--- src/rtl/tlb_pkg.sv ---
package tlb_pkg;
  localparam int OFFS_W = 13;     // 8 KB base page offset
  localparam int SZMASK_W = 9;    // widest size-dependent tag span (4 MB)

  typedef enum logic [1:0] {
    PG_8K   = 2'd0,
    PG_64K  = 2'd1,
    PG_512K = 2'd2,
    PG_4M   = 2'd3
  } pgSize_e;

  typedef struct packed {
    logic cp;
    logic ie;
    logic cv;
    logic e;
    logic p;
    logic w;
    logic nfo;
  } pgAttr_t;

  localparam pgAttr_t BYP_PLAIN = '{cp: 1'b1, ie: 1'b0, cv: 1'b0, e: 1'b0, p: 1'b0, w: 1'b1, nfo: 1'b0};
  localparam pgAttr_t BYP_SIDE  = '{cp: 1'b0, ie: 1'b0, cv: 1'b0, e: 1'b1, p: 1'b0, w: 1'b1, nfo: 1'b0};

  typedef struct packed {
    logic doLookup;
    logic doBypass;
    logic doWrite;
    logic doDemapPage;
    logic doDemapCtx;
  } tlbStrobe_t;

  function automatic logic [SZMASK_W-1:0] sizeMask(input logic [1:0] sz);
    case (pgSize_e'(sz))
      PG_64K:  sizeMask = 9'h007;
      PG_512K: sizeMask = 9'h03F;
      PG_4M:   sizeMask = 9'h1FF;
      default: sizeMask = 9'h000;
    endcase
  endfunction
endpackage

--- src/rtl/tlb_ctrl.sv ---
module tlb_ctrl
  import tlb_pkg::*;
(
  input  logic       lkReq,
  input  logic       lkBypass,
  input  logic       wrReq,
  input  logic       dmReq,
  input  logic       dmKind,
  output tlbStrobe_t strobe
);
  logic tableBusy;

  always_comb begin
    tableBusy          = wrReq | dmReq;
    strobe.doLookup    = lkReq & ~lkBypass & ~tableBusy;
    strobe.doBypass    = lkReq & lkBypass & ~tableBusy;
    strobe.doWrite     = wrReq;
    strobe.doDemapPage = dmReq & ~dmKind;
    strobe.doDemapCtx  = dmReq & dmKind;
  end
endmodule

--- src/rtl/tlb_datapath.sv ---
module tlb_datapath
  import tlb_pkg::*;
#(
  parameter int NUM_ENTRIES = 8,
  parameter int VA_W = 44,
  parameter int PA_W = 41,
  parameter int CTX_W = 13,
  localparam int IDX_W = $clog2(NUM_ENTRIES),
  localparam int VPN_W = VA_W - OFFS_W,
  localparam int PPN_W = PA_W - OFFS_W
) (
  input  logic                   clk,
  input  logic                   rstN,
  input  tlbStrobe_t             strobe,
  input  logic [VA_W-1:0]        lkVa,
  input  logic [CTX_W-1:0]       lkCtx,
  input  logic                   lkBypType,
  output logic                   lkHit,
  output logic                   lkMulti,
  output logic [PA_W-1:0]        lkPa,
  output logic [1:0]             lkSize,
  output logic [6:0]             lkAttr,
  input  logic [IDX_W-1:0]       wrIdx,
  input  logic [VPN_W-1:0]       wrVpn,
  input  logic [CTX_W-1:0]       wrCtx,
  input  logic                   wrGlobal,
  input  logic [1:0]             wrSize,
  input  logic [PPN_W-1:0]       wrPpn,
  input  logic [6:0]             wrAttr,
  input  logic [VPN_W-1:0]       dmVpn,
  input  logic [CTX_W-1:0]       dmCtx,
  output logic [NUM_ENTRIES-1:0] validVec
);
  logic [NUM_ENTRIES-1:0] valid, validNext;
  logic [VPN_W-1:0] entVpn  [NUM_ENTRIES];
  logic [CTX_W-1:0] entCtx  [NUM_ENTRIES];
  logic             entGlob [NUM_ENTRIES];
  logic [1:0]       entSize [NUM_ENTRIES];
  logic [PPN_W-1:0] entPpn  [NUM_ENTRIES];
  logic [6:0]       entAttr [NUM_ENTRIES];

  logic [NUM_ENTRIES-1:0] lkMatch, dmPageMatch, dmCtxMatch;
  logic [VPN_W-1:0] lkVpn;
  logic [IDX_W-1:0] lkSel, dmSel;
  logic [PPN_W-1:0] passMask, mergedPpn;

  assign lkVpn = lkVa[VA_W-1:OFFS_W];

  function automatic logic [IDX_W-1:0] lowestSet(input logic [NUM_ENTRIES-1:0] vec);
    lowestSet = '0;
    for (int k = NUM_ENTRIES - 1; k >= 0; k--)
      if (vec[k]) lowestSet = IDX_W'(k);
  endfunction

  for (genvar i = 0; i < NUM_ENTRIES; i++) begin : g_slot
    logic [VPN_W-1:0] cmpMask;
    logic             lkCtxOk, dmCtxOk;
    assign cmpMask = ~{{(VPN_W-SZMASK_W){1'b0}}, sizeMask(entSize[i])};
    assign lkCtxOk = entGlob[i] | (entCtx[i] == lkCtx);
    assign dmCtxOk = entGlob[i] | (entCtx[i] == dmCtx);
    assign lkMatch[i]     = valid[i] & (((entVpn[i] ^ lkVpn) & cmpMask) == '0) & lkCtxOk;
    assign dmPageMatch[i] = valid[i] & (((entVpn[i] ^ dmVpn) & cmpMask) == '0) & dmCtxOk;
    assign dmCtxMatch[i]  = valid[i] & ~entGlob[i] & (entCtx[i] == dmCtx);
  end

  assign lkSel = lowestSet(lkMatch);
  assign dmSel = lowestSet(dmPageMatch);

  always_comb begin
    passMask  = {{(PPN_W-SZMASK_W){1'b0}}, sizeMask(entSize[lkSel])};
    mergedPpn = (entPpn[lkSel] & ~passMask) | (lkVa[PA_W-1:OFFS_W] & passMask);
    lkHit   = 1'b0;
    lkMulti = 1'b0;
    lkPa    = '0;
    lkSize  = 2'(PG_8K);
    lkAttr  = '0;
    if (strobe.doBypass) begin
      lkHit  = 1'b1;
      lkPa   = lkVa[PA_W-1:0];
      lkAttr = lkBypType ? BYP_SIDE : BYP_PLAIN;
    end else if (strobe.doLookup && (lkMatch != '0)) begin
      lkHit   = 1'b1;
      lkMulti = ($countones(lkMatch) > 1);
      lkPa    = {mergedPpn, lkVa[OFFS_W-1:0]};
      lkSize  = entSize[lkSel];
      lkAttr  = entAttr[lkSel];
    end
  end

  always_comb begin
    validNext = valid;
    if (strobe.doDemapPage && (dmPageMatch != '0))
      validNext[dmSel] = 1'b0;
    if (strobe.doDemapCtx)
      validNext = validNext & ~dmCtxMatch;
    if (strobe.doWrite)
      validNext[wrIdx] = 1'b1;
  end

  always_ff @(posedge clk) begin
    if (!rstN) valid <= '0;
    else       valid <= validNext;
  end

  always_ff @(posedge clk) begin
    if (strobe.doWrite) begin
      entVpn[wrIdx]  <= wrVpn;
      entCtx[wrIdx]  <= wrCtx;
      entGlob[wrIdx] <= wrGlobal;
      entSize[wrIdx] <= wrSize;
      entPpn[wrIdx]  <= wrPpn;
      entAttr[wrIdx] <= wrAttr;
    end
  end

  assign validVec = valid;
endmodule

--- src/rtl/tlb_top.sv ---
module tlb_top
  import tlb_pkg::*;
#(
  parameter int NUM_ENTRIES = 8,
  parameter int VA_W = 44,
  parameter int PA_W = 41,
  parameter int CTX_W = 13,
  localparam int IDX_W = $clog2(NUM_ENTRIES),
  localparam int VPN_W = VA_W - OFFS_W,
  localparam int PPN_W = PA_W - OFFS_W
) (
  input  logic             clk,
  input  logic             rstN,
  input  logic             lkReq,
  input  logic [VA_W-1:0]  lkVa,
  input  logic [CTX_W-1:0] lkCtx,
  input  logic             lkBypass,
  input  logic             lkBypType,
  output logic             lkHit,
  output logic             lkMulti,
  output logic [PA_W-1:0]  lkPa,
  output logic [1:0]       lkSize,
  output logic [6:0]       lkAttr,
  input  logic             wrReq,
  input  logic [IDX_W-1:0] wrIdx,
  input  logic [VPN_W-1:0] wrVpn,
  input  logic [CTX_W-1:0] wrCtx,
  input  logic             wrGlobal,
  input  logic [1:0]       wrSize,
  input  logic [PPN_W-1:0] wrPpn,
  input  logic [6:0]       wrAttr,
  input  logic             dmReq,
  input  logic             dmKind,
  input  logic [VPN_W-1:0] dmVpn,
  input  logic [CTX_W-1:0] dmCtx
);
  tlbStrobe_t             strobe;
  logic [NUM_ENTRIES-1:0] validVec;

  tlb_ctrl u_ctrl (
    .lkReq(lkReq), .lkBypass(lkBypass), .wrReq(wrReq),
    .dmReq(dmReq), .dmKind(dmKind), .strobe(strobe)
  );

  tlb_datapath #(
    .NUM_ENTRIES(NUM_ENTRIES), .VA_W(VA_W), .PA_W(PA_W), .CTX_W(CTX_W)
  ) u_dp (
    .clk(clk), .rstN(rstN), .strobe(strobe),
    .lkVa(lkVa), .lkCtx(lkCtx), .lkBypType(lkBypType),
    .lkHit(lkHit), .lkMulti(lkMulti), .lkPa(lkPa), .lkSize(lkSize), .lkAttr(lkAttr),
    .wrIdx(wrIdx), .wrVpn(wrVpn), .wrCtx(wrCtx), .wrGlobal(wrGlobal),
    .wrSize(wrSize), .wrPpn(wrPpn), .wrAttr(wrAttr),
    .dmVpn(dmVpn), .dmCtx(dmCtx), .validVec(validVec)
  );
endmodule

--- config.mk ---
export PLATFORM = sky130hd
export DESIGN_NAME = tlb_top
export DESIGN_NICKNAME = d
export VERILOG_FILES = /design/src/rtl/tlb_pkg.sv /design/src/rtl/tlb_ctrl.sv /design/src/rtl/tlb_datapath.sv /design/src/rtl/tlb_top.sv
export SDC_FILE = /design/constraint.sdc
export NUM_CORES = 1
export LEC_CHECK = 0
export BUFFER_PORTS_ARGS = -buffer_cell sky130_fd_sc_hd__buf_2
export CAP_MARGIN = 20
export CORE_AREA = 2 2 247 249
export DETAILED_ROUTE_END_ITERATION = 6
export DIE_AREA = 0 0 249 251
export GPL_TIMING_DRIVEN = 0
export PLACE_DENSITY = 0.71
export REMOVE_ABC_BUFFERS = 1
export SLEW_MARGIN = 10
export SYNTH_ARGS = -nofsm -noshare
export SYNTH_HDL_FRONTEND = slang
export SYNTH_SLANG_ARGS = --single-unit
--- constraint.sdc ---
create_clock -name clk -period 19.72 [get_ports clk]
set_clock_uncertainty 0.15 [all_clocks]
set_input_delay 5.916 -clock clk [delete_from_list [all_inputs] [get_ports clk]]
set_output_delay 5.916 -clock clk [all_outputs]
set_load 0.005 [all_outputs]
== Word level (Yosys, flattened, before mapping) ==
Memories as Yosys holds them, arrays and structs flattened.
Cells that the tools add are included.

* RAM bits: 656
* Input port bits: 194
* Flip-flop bits (word level): 8
* Memories kept: 6
* Logic and storage cells: 260
* Output and inout bits: 52

{| class="wikitable"
|+ Memory list
! memory !! words !! bits a word !! rd ports !! clocked after memory_dff !! write ports !! line !! source
|-
| u_dp.entVpn || 8 || 31 || 8 || 0 || 1 || tlb_datapath.sv:35 || <nowiki>logic [VPN_W-1:0] entVpn [NUM_ENTRIES];</nowiki>
|-
| u_dp.entPpn || 8 || 28 || 1 || 0 || 1 || tlb_datapath.sv:39 || <nowiki>logic [PPN_W-1:0] entPpn [NUM_ENTRIES];</nowiki>
|-
| u_dp.entCtx || 8 || 13 || 8 || 0 || 1 || tlb_datapath.sv:36 || <nowiki>logic [CTX_W-1:0] entCtx [NUM_ENTRIES];</nowiki>
|-
| u_dp.entAttr || 8 || 7 || 1 || 0 || 1 || tlb_datapath.sv:40 || <nowiki>logic [6:0] entAttr [NUM_ENTRIES];</nowiki>
|-
| u_dp.entSize || 8 || 2 || 9 || 0 || 1 || tlb_datapath.sv:38 || <nowiki>logic [1:0] entSize [NUM_ENTRIES];</nowiki>
|-
| u_dp.entGlob || 8 || 1 || 8 || 0 || 1 || tlb_datapath.sv:37 || <nowiki>logic entGlob [NUM_ENTRIES];</nowiki>
|}

* Reductions and logical operators: 22
* Equality and inequality tests: 43
* Multiplexer cells: 45
* Magnitude comparators: 5
* Add/subtract/negate cells: 7
* Bitwise operators: 131

{| class="wikitable"
|+ Operator list
! kind !! count
|-
| $and A31 B31 Y31 || 16
|-
| $logic_not A31 Y1 || 16
|-
| $xor A31 B31 Y31 || 16
|-
| $not A9 Y31 || 8
|-
| $pmux W9 S3 || 9
|-
| $eq A13 B13 Y1 || 16
|-
| $add A32 B32 Y32 || 3
|-
| $mux W41 || 2
|-
| $and A1 B1 Y1 || 54
|-
| $mux W3 || 16
|-
| $eq A2 B2 Y1 const B || 18
|-
| $gt A32 B2 Y1 const B || 1
|-
| $and A28 B28 Y28 || 1
|-
| $and A28 B9 Y28 || 1
|-
| $not A9 Y28 || 1
|-
| $or A28 B28 Y28 || 1
|-
| $mux W8 || 3
|-
| $mux W7 || 3
|-
| $eq A2 B1 Y1 const B || 9
|-
| $or A1 B1 Y1 || 17
|-
| $and A8 B8 Y8 || 2
|-
| $not A8 Y8 || 2
|-
| $reduce_bool A8 Y1 || 2
|-
| $not A1 Y1 || 11
|-
| other kinds (8) || 25
|}

== Logic depth before layout (Yosys ltp) ==
An unclocked memory read counts as a cell.

* Word-level depth: 27
* Gate-level depth with buffers: 17
* Mapped depth without buffers: 15

== Hierarchy ==
From an unflattened synthesis, not the netlist that was laid out.

* Cells, all modules: 2,337
* Area total of the unflattened synthesis: 32,200.9 µm²

{| class="wikitable"
|+ By module, submodules not included
! module !! seq. area each (µm²) !! area each (µm²) !! cells each !! instances
|-
| tlb_datapath || 19,859.0 || 32,153.3 || 2,332 || 1
|-
| tlb_ctrl || 0.0 || 47.5 || 5 || 1
|}

== Least setup slack after synthesis ==
OpenSTA, ideal clock, no wires.

* Path kind: in2out
* Start: input lkVa[39]
* End: output lkMulti
* Buffers on the path: 1
* Required time: 13.654 ns
* Cell stages on the path: 16
* Data arrival time: 9.149 ns
* Slack: 4.505 ns
* Cell sequence: buf_4 -> xnor2_1 -> nand3_1 -> nor4_1 -> nand3_1 -> or3b_4 -> inv_1 -> ha_1 -> inv_1 -> fa_1 -> inv_1 -> fa_1 -> ha_1 -> inv_1 -> fa_1 -> a31oi_1

* Word-level cells in the longest chain between the ends: 11
* Elaborated cells between the ends (all ways): 52
* Classes of those cells: 7 x add/sub; 1 x order compare; 2 x mux; 32 x bitwise; 10 x reduce/logical

{| class="wikitable"
|+ Ends and longest elaborated chain
! what !! line !! source
|-
| start: declaration || tlb_top.sv:15 || <nowiki>input logic [VA_W-1:0] lkVa,</nowiki>
|-
| $xor A31 B31 Y31 || tlb_datapath.sv:61 || <nowiki>assign lkMatch[i] = valid[i] & (((entVpn[i] ^ lkVpn) & cmpMask) == '0) & lkCtxOk;</nowiki>
|-
| $and A31 B31 Y31 || tlb_datapath.sv:61 ||
|-
| $logic_not A31 Y1 || tlb_datapath.sv:61 ||
|-
| $and A1 B1 Y1 (2 in series) || tlb_datapath.sv:61 ||
|-
| $add A1 B1 Y2 (not written as such) || tlb_datapath.sv:83 || <nowiki>lkMulti = ($countones(lkMatch) > 1);</nowiki>
|-
| $add A32 B32 Y32 (not written as such) (2 in series) || tlb_datapath.sv:83 ||
|-
| $gt A32 B2 Y1 || tlb_datapath.sv:83 ||
|-
| $mux W1 (*) || tlb_datapath.sv:81 || <nowiki>end else if (strobe.doLookup && (lkMatch != '0)) begin</nowiki>
|-
| $mux W1 (*) || tlb_datapath.sv:77 || <nowiki>if (strobe.doBypass) begin</nowiki>
|-
| end: declaration || tlb_top.sv:20 || <nowiki>output logic lkMulti,</nowiki>
|}

Mark *: on every way between the ends. The rest lies on a longest branch, timed or not.

== Worst setup path in the final report ==
* Start: input lkVa[29]
* End: output lkPa[18]

* Word-level cells in the longest chain between the ends: 21
* Elaborated cells between the ends (all ways): 62
* Classes of those cells: 3 x eq/ne; 11 x mux; 36 x bitwise; 10 x reduce/logical; 2 x memory

{| class="wikitable"
|+ Ends and longest elaborated chain
! what !! line !! source
|-
| $xor A31 B31 Y31 || tlb_datapath.sv:61 ||
|-
| $and A31 B31 Y31 || tlb_datapath.sv:61 ||
|-
| $logic_not A31 Y1 || tlb_datapath.sv:61 ||
|-
| $and A1 B1 Y1 (2 in series) || tlb_datapath.sv:61 ||
|-
| $mux W3 (8 in series) || tlb_datapath.sv:52 || <nowiki>if (vec[k]) lowestSet = IDX_W'(k);</nowiki>
|-
| $mem_v2 Z8 W2 || - ||
|-
| $eq A2 B2 Y1 or $eq A2 B1 Y1 (tied branches) || tlb_pkg.sv:34 || <nowiki>case (pgSize_e'(sz))</nowiki>
|-
| $pmux W9 S3 || tlb_pkg.sv:34 ||
|-
| $not A9 Y28 || tlb_datapath.sv:71 || <nowiki>mergedPpn = (entPpn[lkSel] & ~passMask) | (lkVa[PA_W-1:OFFS_W] & passMask);</nowiki>
|-
| $and A28 B28 Y28 || tlb_datapath.sv:71 ||
|-
| $or A28 B28 Y28 || tlb_datapath.sv:71 ||
|-
| $mux W41 (*) || tlb_datapath.sv:81 ||
|-
| $mux W41 (*) || tlb_datapath.sv:77 ||
|-
| end: declaration || tlb_top.sv:21 || <nowiki>output logic [PA_W-1:0] lkPa,</nowiki>
|}

Marks and branches as above.

==> metrics.csv <==
metric,value,unit
status,completed,
Reg2Reg Depth,11,
routed len/inst,28.69,microns
share of power burned in registers,51.6,%
core box area,59790,sq um
RR Startpoint,u_dp.entCtx[6][7],
# hold bufs at CTS,0,
initial DRC count,2090,
ratio of cells with drive above 1 in the final layout,16.61,%
met1 WL,39030,microns
vias in the first global route,20870,
kind of critical path,in2out,
Cells after Synth,2370,
max cap viols,0,
WL final,98850,microns
drc violations,0,
Layout Area Growth over Synthesis,13.85,%
Slew Limit Fails,0,
Row Count,90,
fin crit share,87.05,%
CTS Sinks,664,
Avg Inst Size Synth,13.75,sq um
drt pass-1 iters,6,
multi-input logic area,11910,sq um
Post-Synth Simple-Gate Area,7.335,%
pwr dens,85.08,nW/um^2
fmax,58.25,MHz
Port Buffers,245,
post-synthesis mux area share,4.793,%
RePlAce Congestion,0.9873,
first-pass GRT wire length,141000,microns
area taken by flip-flops and latches,19860,sq um
vias per inst,6.094,
crit path DAT,11.10,ns
synthesized area,32580,sq um
Fill cells,4597,
Async SR Flop Fraction,0,%
Hold/Removal Path Class,reg2reg,
final setup violating endpoints,0,
Adder-Cell Fraction of Synth Area,0.7066,%
type of origin of the critical path,input port,
Post-synth top flop,edfxtp_1,
post-synthesis compound-gate area fraction,4.374,%
critical path capture point type,output pin,
FF-to-FF End,u_dp.validVec[7],
initial antenna violation count,11,
leakage power,12.83,nW
switching power share of the total,23.96,%
Die Height,251,microns
postcts setup bufs,0,
TritonCTS buffer count,72,
Initial Util,54.49,%
Hold Fails Final Rpt,0,
post-route cell area,37090,sq um
Ports,246,
Seq cells post-synth,664,
Hold Startpoint,u_dp.validVec[5],
Clk network pwr share,39.9,%
FF-to-FF setup slack,16.28,ns
RSZ-0062 raised after global routing,false,
GRT overflow,0,
Worst IR Drop VDD,67.34,uV
Crit path required time,13.65,ns
count of yosys warnings during synthesis,0,
Slew headroom,21.71,%
clk buf depth,3,
Post-Synth XOR/XNOR Area,19.11,%
Non-Filler Instances,3445,
CP max FO,52,
Post-Place Cells,3314,
die area,62500,sq um
CTS root buf,clkbuf_16,
switching pwr,0.7561,mW
Min-Delay Endpoint,u_dp.validVec[5],
routed wl met2,46970,microns
Vias,21000,
total track usage,31.37,%
Final ANT Viol Nets,0,
post-cts resize count,0,
"EDFF count, synth",656,
"Reg clk slew, reported paths",0.06,ns
P_int,2.400,mW
Clock Latency Late Sink,0.63,ns
measured slew at the worst slew-check pin,1.164,ns
pin count of the biggest net entering global routing,53,
CTS tree,done,
nets,2817,
Hold Path Depth,2,
top sig layer,met5,
Placement Cell Area,34930,sq um
width of the die,249,microns
htree depth,3,
Yosys cell types,65,
metal3 WL,8001,microns
Tmin final,17.17,ns
Gate power share,8.5,%
HPWL after DPL,68670,microns
main combinational cell family by area after synthesis,XOR/XNOR gates,
register area share after synthesis,60.95,%
[flip-flops by register name (all words and copies together), names as in the netlist]
signal	flops
u_dp.entVpn	248
u_dp.entPpn	224
u_dp.entCtx	104
u_dp.entAttr	56
u_dp.entSize	16
u_dp.entGlob	8
u_dp.validVec	8
[worst max-delay path, cell delays in order]
cell,delay (ns)
buf_2,0.43
xnor2_1,0.18
nand4_1,0.14
nor4_1,0.98
o2111ai_1,0.49
ha_1,0.58
nand3_2,0.17
and3_4,0.36
buf_16,0.29
mux2i_1,0.24
mux2i_1,0.11
mux2i_2,0.53
nand2_1,0.24
o2bb2ai_1,0.28
buf_2,0.15
[cell usage in the layout, fill, tap and decap left out, types with 5 or more instances in the layout]
cell type / n
clkbuf_16: 72
inv_6: 5
nand3_1: 14
buf_6: 10
buf_4: 13
buf_2: 245
a31oi_1: 17
nor3_1: 33
nor2_1: 107
o211ai_1: 10
clkinv_1: 20
nand2_1: 53
buf_16: 7
clkinv_2: 9
a41oi_1: 6
mux2_1: 38
mux2i_1: 88
a32oi_1: 13
dfxtp_1: 8
o21ai_0: 16
mux2_2: 20
xor2_1: 298
buf_12: 20
a211oi_1: 30
and2_1: 15
clkbuf_1: 15
nor2b_1: 6
nor4_1: 87
ha_1: 12
inv_1: 33
o21ai_1: 22
or3_1: 5
xnor2_1: 398
nand4_1: 99
edfxtp_1: 656
a21oi_1: 67
nor2_4: 5
xnor2_2: 8
[per-layer routing]
| metal | GRT usage, % | vias to the layer above |
|---|---|---|
| met5 | 0 | - |
| met4 | 14.67 | 18 |
| met3 | 5.353 | 250 |
| met2 | 51.36 | 1016 |
| met1 | 41.11 | 10560 |
| li1 | - | 9155 |
[power by group through the flow]
| stage | combinational, mW | sequential, mW | clock [mW] |
|---|---|---|---|
| floorplan | 0.122 | 1.65 | 0 |
| global placement | 0.253 | 1.66 | 0 |
| detailed placement | 0.264 | 1.66 | 0 |
| CTS | 0.266 | 1.63 | 1.27 |
| global route | 0.282 | 1.63 | 1.32 |
| finish | 0.269 | 1.63 | 1.26 |
[metrics by stage]
stage	TNS, ns	setup WS [ns]	util, %	hold slack [ns]	power, mW
finish	0	2.553	62.03	0.4314	3.156
CTS	0	2.514	62.02	0.4234	3.162
floorplan	0	1.481	-	0.3313	1.775
global placement	-55.91	-1.763	56.91	0.3883	1.914
global route	0	2.405	62.03	0.4544	3.237
detailed placement	0	2.527	58.42	0.4111	1.920
[Yosys cell counts (13+ instances only)]
cell type	count	area, sq um
and2_1	15	93.84
nand2_1	54	202.7
inv_1	35	131.4
mux2_1	38	427.9
buf_4	17	127.6
nand3_1	14	70.07
o21ai_0	16	80.08
buf_2	25	125.1
a211oi_1	30	225.2
nor3_1	35	175.2
o21ai_1	22	110.1
xnor2_1	398	3486
buf_6	19	214.0
xor2_1	298	2610
mux2i_1	88	880.8
mux2_2	20	225.2
edfxtp_1	656	19700
clkbuf_1	64	240.2
a32oi_1	13	113.9
nand4_1	99	619.3
a31oi_1	17	106.4
a21oi_1	67	335.3
nor2_1	112	420.4
nor4_1	87	544.3
[cell type report]
class                           instances  share of cell area, %
Sequential cell                       664                  53.54
Timing Repair Buffer                  297                  5.525
Tap cell                              782                  2.638
Clock inverter                         40                 0.7522
Clock buffer                           88                  5.046
Inverter                               35                 0.3744
Multi-Input combinational cell       1537                  32.11
Antenna cell                            2                0.01349
[how the worst max path moves through the flow]
stage / start / end / slack [ns] / cells after the start
after floorplan: lkVa[15] / lkPa[19] / 1.48 / 11
after global placement: lkVa[19] / lkPa[15] / -1.76 / 13
after detailed placement: lkVa[37] / lkPa[18] / 2.53 / 15
after CTS: lkVa[37] / lkPa[17] / 2.51 / 15
after global routing: lkVa[32] / lkPa[18] / 2.41 / 15
final: lkVa[29] / lkPa[18] / 2.55 / 15
[cell families (layout without fill, tap and decap cells)]
family,Yosys count,count (layout)
and+or+nand+nor,450,450
other,0,2
DFF,664,664
buffers and inverters,169,460
adders and majority gates,16,16
AOI/OAI and AO/OA,219,219
xor gates and xnor gates,704,704
muxes,148,148
No activity file was read; power rests on OpenSTA's default activity.
